$ cat src/rtl/dram_pkg.sv
package dram_pkg;
  typedef enum logic [2:0] {
    S_PWRUP, S_IDLE, S_ROW, S_COL, S_CBR_SET, S_REF_RAS, S_PRE
  } seq_st_t;

  localparam int REF_CBR      = 0;
  localparam int REF_RAS_ONLY = 1;
endpackage

$ cat src/rtl/dram_ref_timer.sv
module dram_ref_timer #(
  parameter int REF_CYC   = 781,
  parameter int MAX_PEND  = 8,
  parameter int INIT_REFS = 8,
  localparam int PW = $clog2(MAX_PEND + 1)
) (
  input  logic          clk,
  input  logic          rst,
  input  logic          run,
  input  logic          load_init,
  input  logic          take,
  output logic [PW-1:0] pend
);
  localparam int TW = $clog2(REF_CYC + 1);

  logic [TW-1:0] tmr;
  logic          tick;

  assign tick = run && (tmr == TW'(REF_CYC - 1));

  always_ff @(posedge clk) begin
    if (rst || !run)  tmr <= '0;
    else if (tick)    tmr <= '0;
    else              tmr <= tmr + 1'b1;
  end

  always_ff @(posedge clk) begin
    if (rst) pend <= '0;
    else if (load_init) pend <= PW'(INIT_REFS);
    else begin
      case ({tick, take})
        2'b10: if (pend != PW'(MAX_PEND)) pend <= pend + 1'b1;
        2'b01: pend <= pend - 1'b1;
        default: pend <= pend;
      endcase
    end
  end

  AST_PEND_CAP: assert property (@(posedge clk) disable iff (rst)
    pend <= PW'(MAX_PEND));
  AST_TAKE_NONEMPTY: assert property (@(posedge clk) disable iff (rst)
    take |-> (pend != '0));
endmodule

$ cat src/rtl/dram_seq.sv
module dram_seq
  import dram_pkg::*;
#(
  parameter int ADDR_W    = 22,
  parameter int DQ_W      = 4,
  parameter int PWRUP_CYC = 10000,
  parameter int T_RCD     = 2,
  parameter int T_CAS     = 2,
  parameter int T_RP      = 2,
  parameter int T_CSR     = 1,
  parameter int T_RAS_REF = 3,
  parameter int REF_MODE  = REF_CBR,
  parameter int PW        = 4,
  localparam int ROW_W = ADDR_W / 2
) (
  input  logic              clk,
  input  logic              rst,
  input  logic              req_valid,
  output logic              req_ready,
  input  logic              req_we,
  input  logic [ADDR_W-1:0] req_addr,
  input  logic [DQ_W-1:0]   req_wdata,
  output logic              rd_valid,
  output logic [DQ_W-1:0]   rd_data,
  output logic              ras_n,
  output logic              cas_n,
  output logic              we_n,
  output logic [ROW_W-1:0]  addr,
  output logic [DQ_W-1:0]   dq_o,
  output logic              dq_oe,
  input  logic [DQ_W-1:0]   dq_i,
  input  logic [PW-1:0]     pend,
  output logic              run,
  output logic              load_init,
  output logic              take
);
  localparam int TM1 = (T_RCD > T_CAS) ? T_RCD : T_CAS;
  localparam int TM2 = (T_RP > T_CSR) ? T_RP : T_CSR;
  localparam int TM3 = (TM1 > TM2) ? TM1 : TM2;
  localparam int TMX = (TM3 > T_RAS_REF) ? TM3 : T_RAS_REF;
  localparam int CW  = $clog2(TMX + 1);
  localparam int PUW = $clog2(PWRUP_CYC + 1);

  seq_st_t          st;
  logic [CW-1:0]    cnt;
  logic [PUW-1:0]   pu_cnt;
  logic             chain;
  logic             op_we;
  logic [ROW_W-1:0] col_q;
  logic [ROW_W-1:0] ref_row;
  logic             cnt_done;
  logic             pu_done;

  assign cnt_done  = (cnt == '0);
  assign pu_done   = (pu_cnt == PUW'(PWRUP_CYC - 1));
  assign run       = (st != S_PWRUP);
  assign load_init = (st == S_PWRUP) && pu_done;
  assign req_ready = (st == S_IDLE) && (pend == '0);
  assign take      = ((st == S_IDLE) && (pend != '0)) ||
                     ((st == S_PRE) && cnt_done && chain);

  // Refresh row source: internal counter only in row-strobe-only mode
  generate
    if (REF_MODE == REF_RAS_ONLY) begin : g_ro_row
      always_ff @(posedge clk) begin
        if (rst) ref_row <= '0;
        else if (st == S_REF_RAS && cnt_done) ref_row <= ref_row + 1'b1;
      end
    end else begin : g_cbr_row
      assign ref_row = '0;
    end
  endgenerate

  always_ff @(posedge clk) begin
    if (rst) begin
      st <= S_PWRUP; cnt <= '0; pu_cnt <= '0; chain <= 1'b0; op_we <= 1'b0;
      col_q <= '0; ras_n <= 1'b1; cas_n <= 1'b1; we_n <= 1'b1; addr <= '0;
      dq_o <= '0; dq_oe <= 1'b0; rd_valid <= 1'b0; rd_data <= '0;
    end else begin
      rd_valid <= 1'b0;
      if (!cnt_done) cnt <= cnt - 1'b1;
      case (st)
        S_PWRUP: begin
          pu_cnt <= pu_cnt + 1'b1;
          if (pu_done) st <= S_IDLE;
        end
        S_IDLE: begin
          if (pend != '0) begin
            if (REF_MODE == REF_CBR) begin
              cas_n <= 1'b0; cnt <= CW'(T_CSR - 1); st <= S_CBR_SET;
            end else begin
              addr <= ref_row; ras_n <= 1'b0; cnt <= CW'(T_RAS_REF - 1);
              st <= S_REF_RAS;
            end
          end else if (req_valid) begin
            addr  <= req_addr[ADDR_W-1:ROW_W];
            col_q <= req_addr[ROW_W-1:0];
            op_we <= req_we;
            dq_o  <= req_wdata;
            ras_n <= 1'b0;
            cnt   <= CW'(T_RCD - 1);
            st    <= S_ROW;
          end
        end
        S_ROW: if (cnt_done) begin
          addr <= col_q; cas_n <= 1'b0; we_n <= !op_we; dq_oe <= op_we;
          cnt <= CW'(T_CAS - 1); st <= S_COL;
        end
        S_COL: if (cnt_done) begin
          if (!op_we) begin rd_data <= dq_i; rd_valid <= 1'b1; end
          cas_n <= 1'b1; ras_n <= 1'b1; we_n <= 1'b1; dq_oe <= 1'b0;
          cnt <= CW'(T_RP - 1); st <= S_PRE;
        end
        S_CBR_SET: if (cnt_done) begin
          ras_n <= 1'b0; cnt <= CW'(T_RAS_REF - 1); st <= S_REF_RAS;
        end
        S_REF_RAS: if (cnt_done) begin
          ras_n <= 1'b1;
          chain <= (pend != '0);
          if (pend == '0) cas_n <= 1'b1;
          cnt <= CW'(T_RP - 1); st <= S_PRE;
        end
        S_PRE: if (cnt_done) begin
          if (chain) begin
            chain <= 1'b0; ras_n <= 1'b0;
            if (REF_MODE == REF_RAS_ONLY) addr <= ref_row;
            cnt <= CW'(T_RAS_REF - 1); st <= S_REF_RAS;
          end else begin
            st <= S_IDLE;
          end
        end
        default: st <= S_IDLE;
      endcase
    end
  end

  AST_PWRUP_QUIET: assert property (@(posedge clk) disable iff (rst)
    (st == S_PWRUP) |-> (ras_n && cas_n));
  AST_READY_DROP: assert property (@(posedge clk) disable iff (rst)
    (req_valid && req_ready) |=> !req_ready);
  AST_RDV_PULSE: assert property (@(posedge clk) disable iff (rst)
    rd_valid |=> !rd_valid);
  AST_CBR_LEAD: assert property (@(posedge clk) disable iff (rst)
    ((REF_MODE == REF_CBR) && $fell(ras_n) && !cas_n) |-> ($past(cas_n) == 1'b0));
  AST_RO_CAS_HIGH: assert property (@(posedge clk) disable iff (rst)
    ((REF_MODE == REF_RAS_ONLY) && (st == S_REF_RAS)) |-> cas_n);
endmodule

$ cat src/rtl/dram_ctrl.sv
module dram_ctrl
  import dram_pkg::*;
#(
  parameter int CLK_HZ        = 50_000_000,
  parameter int REF_WINDOW_MS = 32,
  parameter int ADDR_W        = 22,
  parameter int DQ_W          = 4,
  parameter int PWRUP_CYC     = 10000,
  parameter int INIT_REFS     = 8,
  parameter int MAX_PEND      = 8,
  parameter int T_RCD         = 2,
  parameter int T_CAS         = 2,
  parameter int T_RP          = 2,
  parameter int T_CSR         = 1,
  parameter int T_RAS_REF     = 3,
  parameter int REF_MODE      = REF_CBR
) (
  input  logic                  clk,
  input  logic                  rst,
  input  logic                  req_valid,
  output logic                  req_ready,
  input  logic                  req_we,
  input  logic [ADDR_W-1:0]     req_addr,
  input  logic [DQ_W-1:0]       req_wdata,
  output logic                  rd_valid,
  output logic [DQ_W-1:0]       rd_data,
  output logic                  dram_ras_n,
  output logic                  dram_cas_n,
  output logic                  dram_we_n,
  output logic [ADDR_W/2-1:0]   dram_addr,
  output logic [DQ_W-1:0]       dram_dq_o,
  output logic                  dram_dq_oe,
  input  logic [DQ_W-1:0]       dram_dq_i
);
  localparam int ROW_W   = ADDR_W / 2;
  localparam int ROWS    = 1 << ROW_W;
  localparam int REF_CYC = (CLK_HZ / 1000) * REF_WINDOW_MS / ROWS;
  localparam int PW      = $clog2(MAX_PEND + 1);

  logic [PW-1:0] pend;
  logic          run, load_init, take;

  dram_ref_timer #(
    .REF_CYC(REF_CYC), .MAX_PEND(MAX_PEND), .INIT_REFS(INIT_REFS)
  ) u_timer (
    .clk(clk), .rst(rst), .run(run), .load_init(load_init),
    .take(take), .pend(pend)
  );

  dram_seq #(
    .ADDR_W(ADDR_W), .DQ_W(DQ_W), .PWRUP_CYC(PWRUP_CYC),
    .T_RCD(T_RCD), .T_CAS(T_CAS), .T_RP(T_RP), .T_CSR(T_CSR),
    .T_RAS_REF(T_RAS_REF), .REF_MODE(REF_MODE), .PW(PW)
  ) u_seq (
    .clk(clk), .rst(rst), .req_valid(req_valid), .req_ready(req_ready),
    .req_we(req_we), .req_addr(req_addr), .req_wdata(req_wdata),
    .rd_valid(rd_valid), .rd_data(rd_data), .ras_n(dram_ras_n),
    .cas_n(dram_cas_n), .we_n(dram_we_n), .addr(dram_addr),
    .dq_o(dram_dq_o), .dq_oe(dram_dq_oe), .dq_i(dram_dq_i),
    .pend(pend), .run(run), .load_init(load_init), .take(take)
  );
endmodule

$ cat config.mk
export PLATFORM = sky130hd
export DESIGN_NAME = dram_ctrl
export DESIGN_NICKNAME = d
export VERILOG_FILES = /design/src/rtl/dram_pkg.sv /design/src/rtl/dram_ref_timer.sv /design/src/rtl/dram_seq.sv /design/src/rtl/dram_ctrl.sv
export SDC_FILE = /design/constraint.sdc
export NUM_CORES = 1
export LEC_CHECK = 0
export ABC_AREA = 1
export BUFFER_PORTS_ARGS = -buffer_cell sky130_fd_sc_hd__buf_2
export CORE_UTILIZATION = 50
export CTS_CLUSTER_SIZE = 30
export DETAILED_ROUTE_END_ITERATION = 7
export GPL_TIMING_DRIVEN = 1
export HOLD_SLACK_MARGIN = 0.06
export PLACE_DENSITY = 0.72
export SYNTH_ARGS = -nofsm -noshare
export SYNTH_HDL_FRONTEND = slang
export SYNTH_SLANG_ARGS = --single-unit
$ cat constraint.sdc
create_clock -name clk -period 3.3 [get_ports clk]
set_clock_uncertainty 0.1 [all_clocks]
set_input_delay 0.165 -clock clk [delete_from_list [all_inputs] [get_ports clk]]
set_output_delay 0.165 -clock clk [all_outputs]
set_load 0.01 [all_outputs]
# Word-level counts from Yosys, hierarchy flattened

Index checks and enable logic that the tools add are counted.

Multipliers: 0
Mux-type cells: 42
Divide/modulo/power cells: 0
Shift operators: 0
Add/sub/neg operators: 5
$lt $le $gt $ge: 0
Eq/ne operators: 26
Reduce and logical (&&, ||, !) cells: 37
Bitwise logic cells: 4

Operators with widths:

| kind                    | number |
|---|---|
| $mux W11                | 3 |
| $mux W3                 | 8 |
| $pmux W11 S2            | 1 |
| $ne A2 B1 Y1 const B    | 10 |
| $pmux W3 S6             | 1 |
| $add A14 B1 Y14 const B | 1 |
| $eq A14 B14 Y1 const B  | 1 |
| $mux W2                 | 7 |
| $mux W1                 | 13 |
| $reduce_and A3 Y1       | 4 |
| $reduce_and A6 Y1       | 2 |
| $reduce_bool A4 Y1      | 3 |
| $add A10 B1 Y10 const B | 1 |
| $eq A10 B10 Y1 const B  | 1 |
| $eq A3 B3 Y1 const B    | 3 |
| $mux W4                 | 2 |
| $pmux W1 S4             | 2 |
| $pmux W2 S4             | 1 |
| $pmux W4 S2             | 1 |
| $reduce_bool A2 Y1      | 4 |
| $reduce_and A7 Y1       | 1 |
| $eq A3 B2 Y1 const B    | 2 |
| $logic_and A1 B1 Y1     | 6 |
| $ne A2 B2 Y1 const B    | 3 |
| other kinds (21)        | 33 |

Memory bits (writable): 0
Memories: 0
Latch bits: 0
Bits of input ports: 34
Output and inout bits: 25
Bits in registers: 70
Logic and storage cells: 131
Bits in read-only memories: 0

# Longest topological paths before layout

Gate-level depths: netlist of the first run.

Depth in word-level cells: 7
Depth in mapped cells: 16
Mapped depth without buffers: 15

# Cells and area by module

A second synthesis of the first run with hierarchy kept.

Cells, all modules: 519
Area total of the unflattened synthesis: 3,713.6 um^2

By module, submodules not included:

| module         | times used | area each (um^2) | cells an instance | sequential area each (um^2) |
|---|---|---|---|---|
| dram_seq       | 1          | 2,884.0          | 405               | 1,121.1 |
| dram_ref_timer | 1          | 829.5            | 114               | 280.3 |

# Worst setup path before layout of the first run

Ideal clock, no wire load.

Path kind: register to register
Start: register u_seq.st[0]
End: register u_timer.pend[1]
Arrival: 2,118 ps
Slack: 1,012 ps
Cell stages (with the launch flop): 14
Path through: dfxtp_1 buf_4 inv_1 nand2_1 nor2_1 nand2_1 nor2_1 nor2_1 inv_1 ha_1 inv_1 fa_1 or2_2 a21oi_1

Longest elaborated chain between the ends: 7
Elaborated cells on any way between the ends: 17

Ends and longest elaborated chain:

| what                                                                | line                 | source |
|---|---|---|
| start, declared                                                     | dram_seq.sv:44       | `seq_st_t st;` |
| start signal, assigned                                              | dram_seq.sv:76       | `st <= S_PWRUP; cnt <= '0; pu_cnt <= '0; chain <= 1'b0; op_we <= 1'b0;` |
| start signal, assigned                                              | dram_seq.sv:85       | `if (pu_done) st <= S_IDLE;` |
| start signal, assigned                                              | dram_seq.sv:90       | `cas_n <= 1'b0; cnt <= CW'(T_CSR - 1); st <= S_CBR_SET;` |
| $eq A3 B3 Y1                                                        | dram_seq.sv:60       | `((st == S_PRE) && cnt_done && chain);` |
| $logic_and A1 B1 Y1 (2 in series)                                   | dram_seq.sv:60       |  |
| $logic_or A1 B1 Y1                                                  | dram_seq.sv:59       | `assign take = ((st == S_IDLE) && (pend != '0)) \|\|` |
| $eq A2 B2 Y1 or $eq A2 B1 Y1 (tied branches)                        | dram_ref_timer.sv:31 | `case ({tick, take})` |
| $ne A2 B1 Y1 (no source line) or $reduce_bool A2 Y1 (tied branches) | --                   |  |
| $reduce_and A2 Y1 (no source line)                                  | --                   |  |
| end signal, assigned                                                | dram_ref_timer.sv:32 | `2'b10: if (pend != PW'(MAX_PEND)) pend <= pend + 1'b1;` |
| end signal, assigned                                                | dram_ref_timer.sv:33 | `2'b01: pend <= pend - 1'b1;` |
| end signal, assigned                                                | dram_ref_timer.sv:34 | `default: pend <= pend;` |
| end, declared                                                       | dram_ref_timer.sv:12 | `output logic [PW-1:0] pend` |

Several ways; a longest one is shown, not always the timed one.
A chain may end at the register's enable or synchronous reset.

# Worst setup path after layout of the first run

Ends and elaborated chain as after synthesis.

==> out/metrics.cfg, run 1 <==
[worst_hold_path]
hold_class=primary input to flip-flop
hold_start=req_addr[18]
min_path_cells=7
hold_end=u_seq.addr[7]$_SDFFE_PP0P_

[placed_design]
dp.final_hpwl_mm=5.697
dp_cells=666
io_buffers=58
gp_congestion=0.8607

[power]
leakage_nw=1.913
powerDensity_nw_per_um2=378.7
pwr-share-seq_pct=51.4
switchingPower_uw=388.9
swShare_pct=23.52
power_mw=1.654
pwr-share-clk_pct=43.8
ir_drop_mv=0.3301
power_frac_comb_pct=4.8
internal_power_mw=1.265

[setup_path]
path_delay_family=simple AND/OR/NAND/NOR gates
path_buf_inv=3
critPathMaxFanout=10
cp.arrival_ns=2.85
critPathRequiredTime_ns=3.48
crit_chain=inv_1 -> nand2_1 -> nor2_1 -> nand2_1 -> nor2_1 -> nor2_1 -> inv_1 -> ha_1 -> inv_1 -> fa_1 -> or2_2 -> a21oi_1
slowest_delay_ns=0.60
timing.rr.end=u_timer.pend[1]$_SDFFE_PP0P_
start_kind=flip-flop
r2r_cells=12
rrSetupSlack_ns=0.62
r2r_start=u_seq.st[0]$_SDFFE_PP0P_
crit_type=flip-flop to flip-flop
end_kind=flip-flop
worst_path_max_delay_cell=dfxtp_1

[routing]
dr.pass1.iters=4
drc=0
wire_per_inst_um=11.67
drt_iter0_markers=180
wirelength_mm=8.204
ant_nets=0
vias=3552
routed_via_density=5.053

[yosys]
yosysMostFrequentCell=nand2_1
ys.flop_type=dfxtp_1
ys_ff_latch=70
synthesis.nets=573
synth_top_area_cell=dfxtp_1
synth_top_cell_area_share_pct=38.73
synth.area.top_cells=dfxtp_1 39%, nand2_1 11%, nor2_1 11%
ys_seq_area_share_pct=38.73
yosys_warnings=0
synth_cells=527
syn_area_per_cell_sq_um=6.866
synth_edf_count=0
synthArstFlopShare_pct=0
synth_common_cells=108 x nand2_1, 104 x nor2_1, 70 x dfxtp_1, 55 x inv_1, 39 x o21ai_0
syn_area_sq_um=3618
synth_cell_type_count=42

[clock_network]
htree_levels=3
ctsRootBufferMaster=clkbuf_8
cts.repair.resized=0
clock-sinks=70
clock_path_buffers=2
post_cts_buffers=0
cts_tree=built
clk_pin_slew_ns=0.09
clock_latency_ns=0.35
cts_buffers=9

[global_route]
grt_max_degree=35
grt_pass1_wl_mm=13.47
antenna_found_initial=0
gr-total-overflow=0
grt_pass1_vias=3117
grt_use_total_pct=22.76

[cells_and_area]
post-route-util_pct=63.22
finalNonFillerCells=703
antennaDiodeCount=0
syn_to_final_growth_pct=20.68
nets=648
drive_gt1_share_pct=16.80

[timing]
fin_hold_ws_ns=0.09033
finalSetupTns_ns=0
slew_headroom_pct=35.51
setup_viol_count_final=0
finalHoldViolCount=0
grt_setup_unrepaired=no
worstMarginPinSlew_ns=0.9662
slew_viol_final=0
fin_crit_sh_pct=81.12
fmax_ghz=0.3736
min_period_ns=2.677

[job]
max-cap-violations=0

[floorplan]
fp.coreArea_sq_um=6907
ios=59
die_area_sq_um=7581
num_rows=30
start_util_pct=52.39
die_h_um=87.07
die-width_um=87.07

[run_status]
outcome=completed

-- layer usage --
metal | part of all wire [%] | global-route usage, % | wire length, um | vias to the layer above
li1 | - | - | - | 1835
met1 | 45 | 26.69 | 3699 | 1627
met2 | 49 | 39.94 | 3983 | 70
met3 | 3.6 | 4.834 | 295 | 20
met4 | 2.8 | 9.848 | 226 | 0
met5 | 0 | 0 | 0 | -
-- power groups by stage --
stage / Sequential, mW / Combinational [mW] / Clock, mW
floorplan: 0.869 / 0.0323 / 0
global placement: 0.869 / 0.0577 / 0
CTS: 0.849 / 0.0781 / 0.737
global route: 0.850 / 0.0891 / 0.773
finish: 0.849 / 0.0795 / 0.725
detailed placement: 0.869 / 0.0581 / 0
-- placed cells by master, fill, tap and decap left out, drive strengths merged --
master	n
inv	59
o211a	1
bufinv	1
clkinv	4
a31oi	1
nor3	12
nand3	37
o211ai	2
clkbuf	10
o21ai	41
nand4	11
dlygate4sd3	21
o21a	1
and3	1
nand3b	2
buf	60
dfxtp	70
xnor2	1
clkinvlp	2
or2	5
xor2	2
o22ai	1
nand2	111
fa	1
nor2	109
nor3b	4
a21oi	25
ha	11
a31o	1
-- registers in the layout, summed over array words and instances, names as in the netlist, 2 cells and up --
signal         count
u_seq.pu_cnt      14
u_seq.addr        11
u_seq.col_q       11
u_seq.dq_o         4
u_timer.pend       4
u_seq.rd_data      4
u_seq.st           3
u_seq.cnt          2
u_timer.tmr       10
-- area by class of cell --
| type | count | area, sq um |
|---|---|---|
| Inverter | 60 | 231.5 |
| Tap cell | 96 | 120.1 |
| Sequential cell | 70 | 1401 |
| Fill cell | 667 | 2540 |
| Timing Repair Buffer | 81 | 515.5 |
| Clock buffer | 10 | 137.6 |
| Multi-Input combinational cell | 380 | 1891 |
| Clock inverter | 6 | 70.07 |
-- cells by family (layout without fill, tap and decap cells) --
kind of cell	Yosys count	in the layout	synth area share (%)
AND/OR/NAND/NOR	292	292	36.13
buffers and inverters	77	157	9.025
AO/OA/AOI/OAI	73	73	11.03
flip-flops	70	70	38.73
adder cells (fa/ha/maj)	12	12	4.357
XOR/XNOR	3	3	0.7263
-- metrics by stage --
stage | worst slack (ns) | area [sq um]
4_1_cts | 0.6424 | 4367
3_5_place_dp | 0.6496 | 3949
6_report | 0.6230 | 4367
2_1_floorplan | 1.012 | 3618
3_3_place_gp | 0.7895 | 3949
5_1_grt | 0.3467 | 4367
-- how the worst max path moves through the flow --
stage | start | to | slack, ns | cells after the start
5_1_grt | u_seq.st[0]$_SDFFE_PP0P_ | u_timer.pend[3]$_SDFFE_PP0P_ | 0.35 | 15
3_5_place_dp | u_seq.st[0]$_SDFFE_PP0P_ | u_timer.pend[1]$_SDFFE_PP0P_ | 0.65 | 12
4_1_cts | u_seq.st[0]$_SDFFE_PP0P_ | u_timer.pend[1]$_SDFFE_PP0P_ | 0.64 | 12
3_3_place_gp | u_seq.st[0]$_SDFFE_PP0P_ | u_timer.pend[3]$_SDFFE_PP0P_ | 0.79 | 15
2_1_floorplan | u_seq.st[0]$_SDFFE_PP0P_ | u_timer.pend[1]$_SDFFE_PP0P_ | 1.01 | 13
6_report | u_seq.st[0]$_SDFFE_PP0P_ | u_timer.pend[1]$_SDFFE_PP0P_ | 0.62 | 12
-- worst min-delay path, cell delays in order --
cell and delay (ns):
buf_2 0.07, nand2_1 0.04, nand2_1 0.05, inv_1 0.03, nand2_1 0.05, nand2_1 0.04
nor2_1 0.07
-- what timing repair did --
item	4_1_cts	5_1_grt
hold endpoints to repair	24	0
hold buffers	21	0
setup endpoints to repair	0	0
Note: power is estimated with default switching activity, not from simulation.
==> run 2, diff against run 1 <==
==> constraint.sdc (replaced) <==
create_clock -name clk -period 2.5 [get_ports clk]
set_clock_uncertainty 0.1 [all_clocks]
set_input_delay 0.125 -clock clk [delete_from_list [all_inputs] [get_ports clk]]
set_output_delay 0.125 -clock clk [all_outputs]
set_load 0.01 [all_outputs]
==> out/metrics.cfg, run 2 (synthesized netlist as in run 1, its figures left out) <==
[setup_path]
end_kind=flip-flop
slowest_delay_ns=0.42  ; -0.18 ns
path_buf_inv=3  ; unchanged
cp.arrival_ns=2.52  ; -0.33 ns
critPathRequiredTime_ns=2.68  ; -0.80 ns
rrSetupSlack_ns=0.16  ; -0.46 ns
crit_chain=clkinv_4 -> nor2_2 -> nand2_1 -> nor2_2 -> nor2_1 -> inv_1 -> ha_2 -> inv_1 -> fa_1 -> or2_2 -> a21oi_1
critical_path.startpoint=u_seq.st[1]$_SDFFE_PP0P_
crit_type=flip-flop to flip-flop
path_delay_family=simple AND/OR/NAND/NOR gates
worst_path_max_delay_cell=fa_1
critPathMaxFanout=10  ; unchanged
r2r_start=u_seq.st[1]$_SDFFE_PP0P_
start_kind=flip-flop

[clock_network]
cts_buffers=9  ; unchanged
post_cts_buffers=0  ; unchanged
clock_latency_ns=0.35  ; about the same
clock-sinks=70  ; unchanged
clk_pin_slew_ns=0.08  ; about the same
htree_levels=3  ; unchanged
clock_path_buffers=2  ; unchanged
ctsRootBufferMaster=clkbuf_8
cts_tree=built

[placed_design]
dp_cells=674  ; +1.2%
gp_congestion=0.8802  ; +2.3%
io_buffers=58  ; unchanged
dp.final_hpwl_mm=5.656  ; -0.73%

[cells_and_area]
nets=660  ; +1.9%
final_common_cell=nand2_1
multi_input_area_sq_um=1898  ; +0.40%
syn_to_final_growth_pct=24.69
top_register=u_seq.pu_cnt
finalNonFillerCells=714  ; +1.6%
post-route-util_pct=65.33  ; +2.1 points
final_cell_mix=108 x nand2_1, 102 x nor2_1, 69 x dfxtp_1
drive_gt1_share_pct=18.61  ; +1.8 points
largest_register_ffs=14  ; unchanged
regArea_sq_um=1403  ; about the same
antennaDiodeCount=0  ; unchanged
largestRegisters=u_seq.pu_cnt x14, u_seq.addr x11, u_seq.col_q x11
fillers=654  ; -1.9%

[routing]
wire_per_inst_um=11.72  ; +0.45%
drt_iter0_markers=292  ; +62%
routedLengthMet1_mm=3.835  ; +3.7%
dr.max_layer_used=met4
dr.pass1.iters=4  ; unchanged
ant_nets=0  ; unchanged
met2_length_mm=3.987  ; +0.10%
wirelength_mm=8.370  ; +2.0%
wl_met3_um=319  ; +8.1%
routed_via_density=4.878  ; -3.5%
vias=3483  ; -1.9%
drc=0  ; unchanged

[worst_hold_path]
hold_class=primary input to flip-flop
hold_start=req_addr[11]

[global_route]
grt_pass1_vias=3112  ; -0.16%
grt_use_total_pct=23.19  ; +0.44 points
grt_pass1_wl_mm=13.72  ; +1.8%
gr-total-overflow=0  ; unchanged
grt_max_degree=32  ; -8.6%
antenna_found_initial=0  ; unchanged

[floorplan]
ios=59  ; unchanged
die-width_um=87.07  ; unchanged
start_util_pct=52.39  ; unchanged
fp.coreArea_sq_um=6907  ; unchanged
die_h_um=87.07  ; unchanged
die_area_sq_um=7581  ; unchanged
num_rows=30  ; unchanged

[job]
max-cap-violations=0  ; unchanged

[timing]
min_period_ns=2.339  ; -0.3382 ns
setup_viol_count_final=0  ; unchanged
fmax_ghz=0.4276  ; +14%
fin_crit_sh_pct=93.55  ; +12 points
finalHoldViolCount=0  ; unchanged
worstMarginPinSlew_ns=0.5838  ; -0.3824 ns
slew_viol_final=0  ; unchanged
slew_headroom_pct=61.04  ; +26 points

[run_status]
outcome=completed

[power]
ir_drop_mv=0.3920  ; +19%
powerDensity_nw_per_um2=522.3  ; +38%
leakage_nw=1.985  ; +3.7%

## run 2: repair_timing
item                                   4_1_cts  5_1_grt
gates resized for setup                      0        6
hold buffers                                25        0
setup endpoints to repair                    0        4
endpoints found under the hold margin       33        0
## run 2: area by class of cell
cell class | instances | area share (%)
multi-input cells | 380 | 42.07
inverters | 60 | 5.130
clock buffers | 10 | 3.050
repair buffers | 93 | 13.64
flip-flops and latches | 70 | 31.09
well taps | 96 | 2.662
clock inverters | 5 | 2.357
## run 2: path summary, 6_finish.rpt
path                                                     end  cells after the start
worst max-delay path            u_timer.pend[1]$_SDFFE_PP0P_                     11
worst min-delay path              u_seq.addr[0]$_SDFFE_PP0P_                      7
worst max register to register  u_timer.pend[1]$_SDFFE_PP0P_                     11
worst min register to register   u_seq.col_q[9]$_SDFFE_PP0P_                      2
## run 2: per-layer routing
metal,track usage (%),vias to the layer above
li1,-,1857
met1,27.95,1520
met2,40.09,86
met3,3.791,20
met4,11.21,0
met5,0,-
## run 2: report_power, final
| group | internal [mW] | switching [mW] |
|---|---|---|
| Clock | 0.688 | 0.438 |
| Combinational | 0.0609 | 0.0479 |
| Sequential | 1.12 | 0.00355 |
## run 2: worst reg2reg max path, stage by stage, from the launching register on
cell	delay, ns
dfxtp_1	0.39
clkinv_4	0.14
nor2_2	0.16
nand2_1	0.10
nor2_2	0.13
nor2_1	0.07
inv_1	0.06
ha_2	0.21
inv_1	0.07
fa_1	0.43
or2_2	0.30
a21oi_1	0.11
## run 2: per-stage QoR
step	power, mW	hold slack [ns]	cell area, sq um	setup slack, ns	setup TNS [ns]
finish	2.356	0.07250	4512	0.1613	0
global route	2.428	0.09883	4512	-0.006891	-0.006891
CTS	2.372	0.06074	4503	0.05944	0
detailed placement	1.225	0.2895	4009	0.06601	0
global placement	1.224	0.2769	4009	0.2112	0
floorplan	1.189	0.1902	3618	0.2123	0
==> run 3, diff against run 2 <==
--- a/config.mk
+++ b/config.mk
@@ -15,4 +15,5 @@
 export PLACE_DENSITY = 0.72
 export SYNTH_ARGS = -nofsm -noshare
 export SYNTH_HDL_FRONTEND = slang
+export SYNTH_HIERARCHICAL = 1
 export SYNTH_SLANG_ARGS = --single-unit
==> out/metrics.cfg, run 3 <==
[run_status]
outcome=completed

[routing]
wirelength_mm=9.334  ; +12%
wl_met3_um=455  ; +43%
dr.max_layer_used=met4
ant_nets=0  ; unchanged
dr.pass1.iters=5  ; +1
routedLengthMet1_mm=4.054  ; +5.7%
wire_per_inst_um=12.96  ; +11%
met2_length_mm=4.565  ; +14%
drt_iter0_markers=234  ; -20%
vias=3688  ; +5.9%
drc=0  ; unchanged
routed_via_density=5.122  ; +5.0%

[floorplan]
num_rows=31  ; +3.3%
ios=59  ; unchanged
die_area_sq_um=7776  ; +2.6%
die_h_um=88.18  ; +1.3%
die-width_um=88.18  ; +1.3%
start_util_pct=51.47  ; -0.92 points
fp.coreArea_sq_um=7214  ; +4.5%

[timing]
setup_viol_count_final=0  ; unchanged
worstMarginPinSlew_ns=0.4940  ; -0.08975 ns
fin_crit_sh_pct=91.44  ; -2.1 points
finalHoldViolCount=0  ; unchanged
min_period_ns=2.286  ; -0.05278 ns
slew_headroom_pct=67.06  ; +6.0 points
finalSetupTns_ns=0  ; unchanged
grt_setup_unrepaired=no
slew_viol_final=0  ; unchanged
fin_hold_ws_ns=0.06895  ; -0.003546 ns
fmax_ghz=0.4375  ; +2.3%

[setup_path]
crit_cells=15  ; +4
rrSetupSlack_ns=0.21  ; +0.05 ns
r2r_start=u_seq/cnt[0]$_SDFF_PP0_
endpoint=u_timer/pend[3]$_SDFFE_PP0P_
critPathRequiredTime_ns=2.64  ; -0.04 ns
critical_path.startpoint=u_seq/cnt[0]$_SDFF_PP0_
path_delay_family=simple AND/OR/NAND/NOR gates
crit_type=flip-flop to flip-flop
slowest_delay_ns=0.36  ; -0.06 ns
worst_path_max_delay_cell=dfxtp_1
end_kind=flip-flop
cp.arrival_ns=2.42  ; -0.10 ns
crit_top_cell=nand2_1
critPathMaxFanout=6  ; -4
start_kind=flip-flop
path_buf_inv=2  ; -1
r2r_cells=15  ; +4
timing.rr.end=u_timer/pend[3]$_SDFFE_PP0P_
crit_chain=inv_1 -> ha_1 -> nand2_1 -> nand2_1 -> nand2_4 -> inv_2 -> ha_1 -> a21oi_2 -> nand2_1 -> nand2_1 -> nand2_1 -> nand2_2 -> nand2_1 -> nor2_1 -> nor2_1

[cells_and_area]
fin_area_sq_um=4637  ; +2.8%
final_cell_mix=95 x nand2_1, 71 x nor2_1, 70 x dfxtp_1
antennaDiodeCount=0  ; unchanged
top_register=u_seq/pu_cnt
largestRegisters=u_seq/pu_cnt x14, u_seq/addr x11, u_seq/col_q x11
syn_to_final_growth_pct=24.87
drive_gt1_share_pct=21.26  ; +2.6 points
largest_register_ffs=14  ; unchanged
nets=661  ; +0.15%
final_common_cell=nand2_1

[yosys]
yosysMostFrequentCell=nand2_1
synth_cells=519  ; -1.5%
synth_top_area_cell=dfxtp_1
syn_area_per_cell_sq_um=7.155  ; +4.2%
synth.area.top_cells=dfxtp_1 38%, nand2_1 9.6%, nor2_1 7.2%
synth_cell_type_count=37  ; -12%
ys.flop_type=dfxtp_1
ys_seq_area_share_pct=37.74  ; -0.99 points
synthArstFlopShare_pct=0  ; unchanged
synth_edf_count=0  ; unchanged
synth_common_cells=95 x nand2_1, 71 x nor2_1, 70 x dfxtp_1, 55 x inv_1, 47 x a21oi_1
ys_ff_latch=70  ; unchanged
synthesis.nets=564  ; -1.6%
synth_top_cell_area_share_pct=37.74  ; -0.99 points
syn_area_sq_um=3714  ; +2.6%
yosys_warnings=6  ; +6

[clock_network]
clock_path_buffers=2  ; unchanged
ctsRootBufferMaster=clkbuf_8
clk_pin_slew_ns=0.09  ; about the same
htree_levels=3  ; unchanged
cts_buffers=9  ; unchanged
clock_latency_ns=0.35  ; about the same
cts_tree=built
post_cts_buffers=0  ; unchanged
clock-sinks=70  ; unchanged

[power]
powerDensity_nw_per_um2=892.0  ; +71%
ir_drop_mv=0.4871  ; +24%
leakage_nw=2.074  ; +4.5%

[global_route]
grt_max_degree=29  ; -9.4%
gr-total-overflow=0  ; unchanged
grt_pass1_wl_mm=14.89  ; +8.6%
antenna_found_initial=0  ; unchanged
grt_use_total_pct=25.05  ; +1.9 points
grt_pass1_vias=3399  ; +9.2%

[placed_design]
gp_congestion=0.8861  ; +0.67%
place_area_sq_um=4106  ; +2.4%
io_buffers=58  ; unchanged
dp.final_hpwl_mm=6.150  ; +8.7%

[worst_hold_path]
hold_class=primary input to flip-flop

[job]
max-cap-violations=0  ; unchanged

[run 3: cell types whose count changed after synthesis, moves of 5 or more]
cell / delta
nand2_1: -13
a21oi_1: +23
nor3_1: -5
nor2_1: -33
nor2_2: +5
buf_6: +6
nand2_4: +5
nand3_1: +7
[run 3: worst min-delay path by stage]
stage	slack [ns]	cells after the start	from	endpoint
floorplan	0.1	1	rst	u_timer/pend[3]$_SDFFE_PP0P_
global placement	0.25	3	dram_dq_i[3]	u_seq/rd_data[3]$_SDFFE_PP0P_
detailed placement	0.26	3	dram_dq_i[3]	u_seq/rd_data[3]$_SDFFE_PP0P_
CTS	0.06	5	req_addr[19]	u_seq/addr[8]$_SDFFE_PP0P_
global route	0.11	5	req_addr[16]	u_seq/addr[5]$_SDFFE_PP0P_
finish	0.07	5	req_addr[20]	u_seq/addr[9]$_SDFFE_PP0P_
[run 3: stage by stage]
stage          power [mW]  setup slack (ns)  util (%)  instances
2_1_floorplan       2.632            0.2482         -        519
3_3_place_gp        2.981            0.2795     56.92        674
3_5_place_dp        3.014            0.1900     56.92        674
4_1_cts             4.123            0.1761     64.22        720
5_1_grt             4.405           0.03552     64.27        720
6_report            4.136            0.2140     64.27        720
[run 3: area by class of cell]
class / count / area, sq um
fill: 656 / 2577
clock buffer: 9 / 123.9
multi-input combinational: 369 / 1946
tap: 99 / 123.9
sequential: 70 / 1401
clock inverter: 7 / 102.6
timing repair buffer: 101 / 688.2
inverter: 65 / 251.5
[run 3: cell families (layout without fill, tap and decap cells)]
group           Yosys count  after routing  share of synthesized area, %
simple gates            256            256                         33.22
compound gates           96             96                         13.75
buf+inv                  80            182                         9.973
flops                    70             70                         37.74
fa+ha+maj                11             11                         3.908
xor+xnor                  6              6                         1.415
[run 3: repair_timing]
action | in CTS | in global routing
hold buffers | 30 | 0
setup endpoints to repair | 0 | 1
resized for setup | 0 | 1
hold endpoints to repair | 26 | 0
[run 3: metal layers]
| metal | global-route usage [%] | vias up |
|---|---|---|
| met5 | 0 | - |
| li1 | - | 1862 |
| met4 | 12.61 | 0 |
| met3 | 6.315 | 30 |
| met1 | 29.47 | 1690 |
| met2 | 42.24 | 106 |
[run 3: worst reg2reg max path, delay by kind of cell, from the launching register on]
kind | cells | cell delay [ns]
AO/OA/AOI/OAI | 1 | 0.16
adder cells (fa/ha/maj) | 2 | 0.61
buffers and inverters | 2 | 0.16
flip-flops | 1 | 0.36
AND/OR/NAND/NOR | 10 | 0.78
[run 3: power breakdown]
part           switching [mW]  total, mW  internal, mW
Combinational            1.05       1.63         0.585
Sequential              0.129       1.43          1.31
Clock                   0.494       1.07         0.576
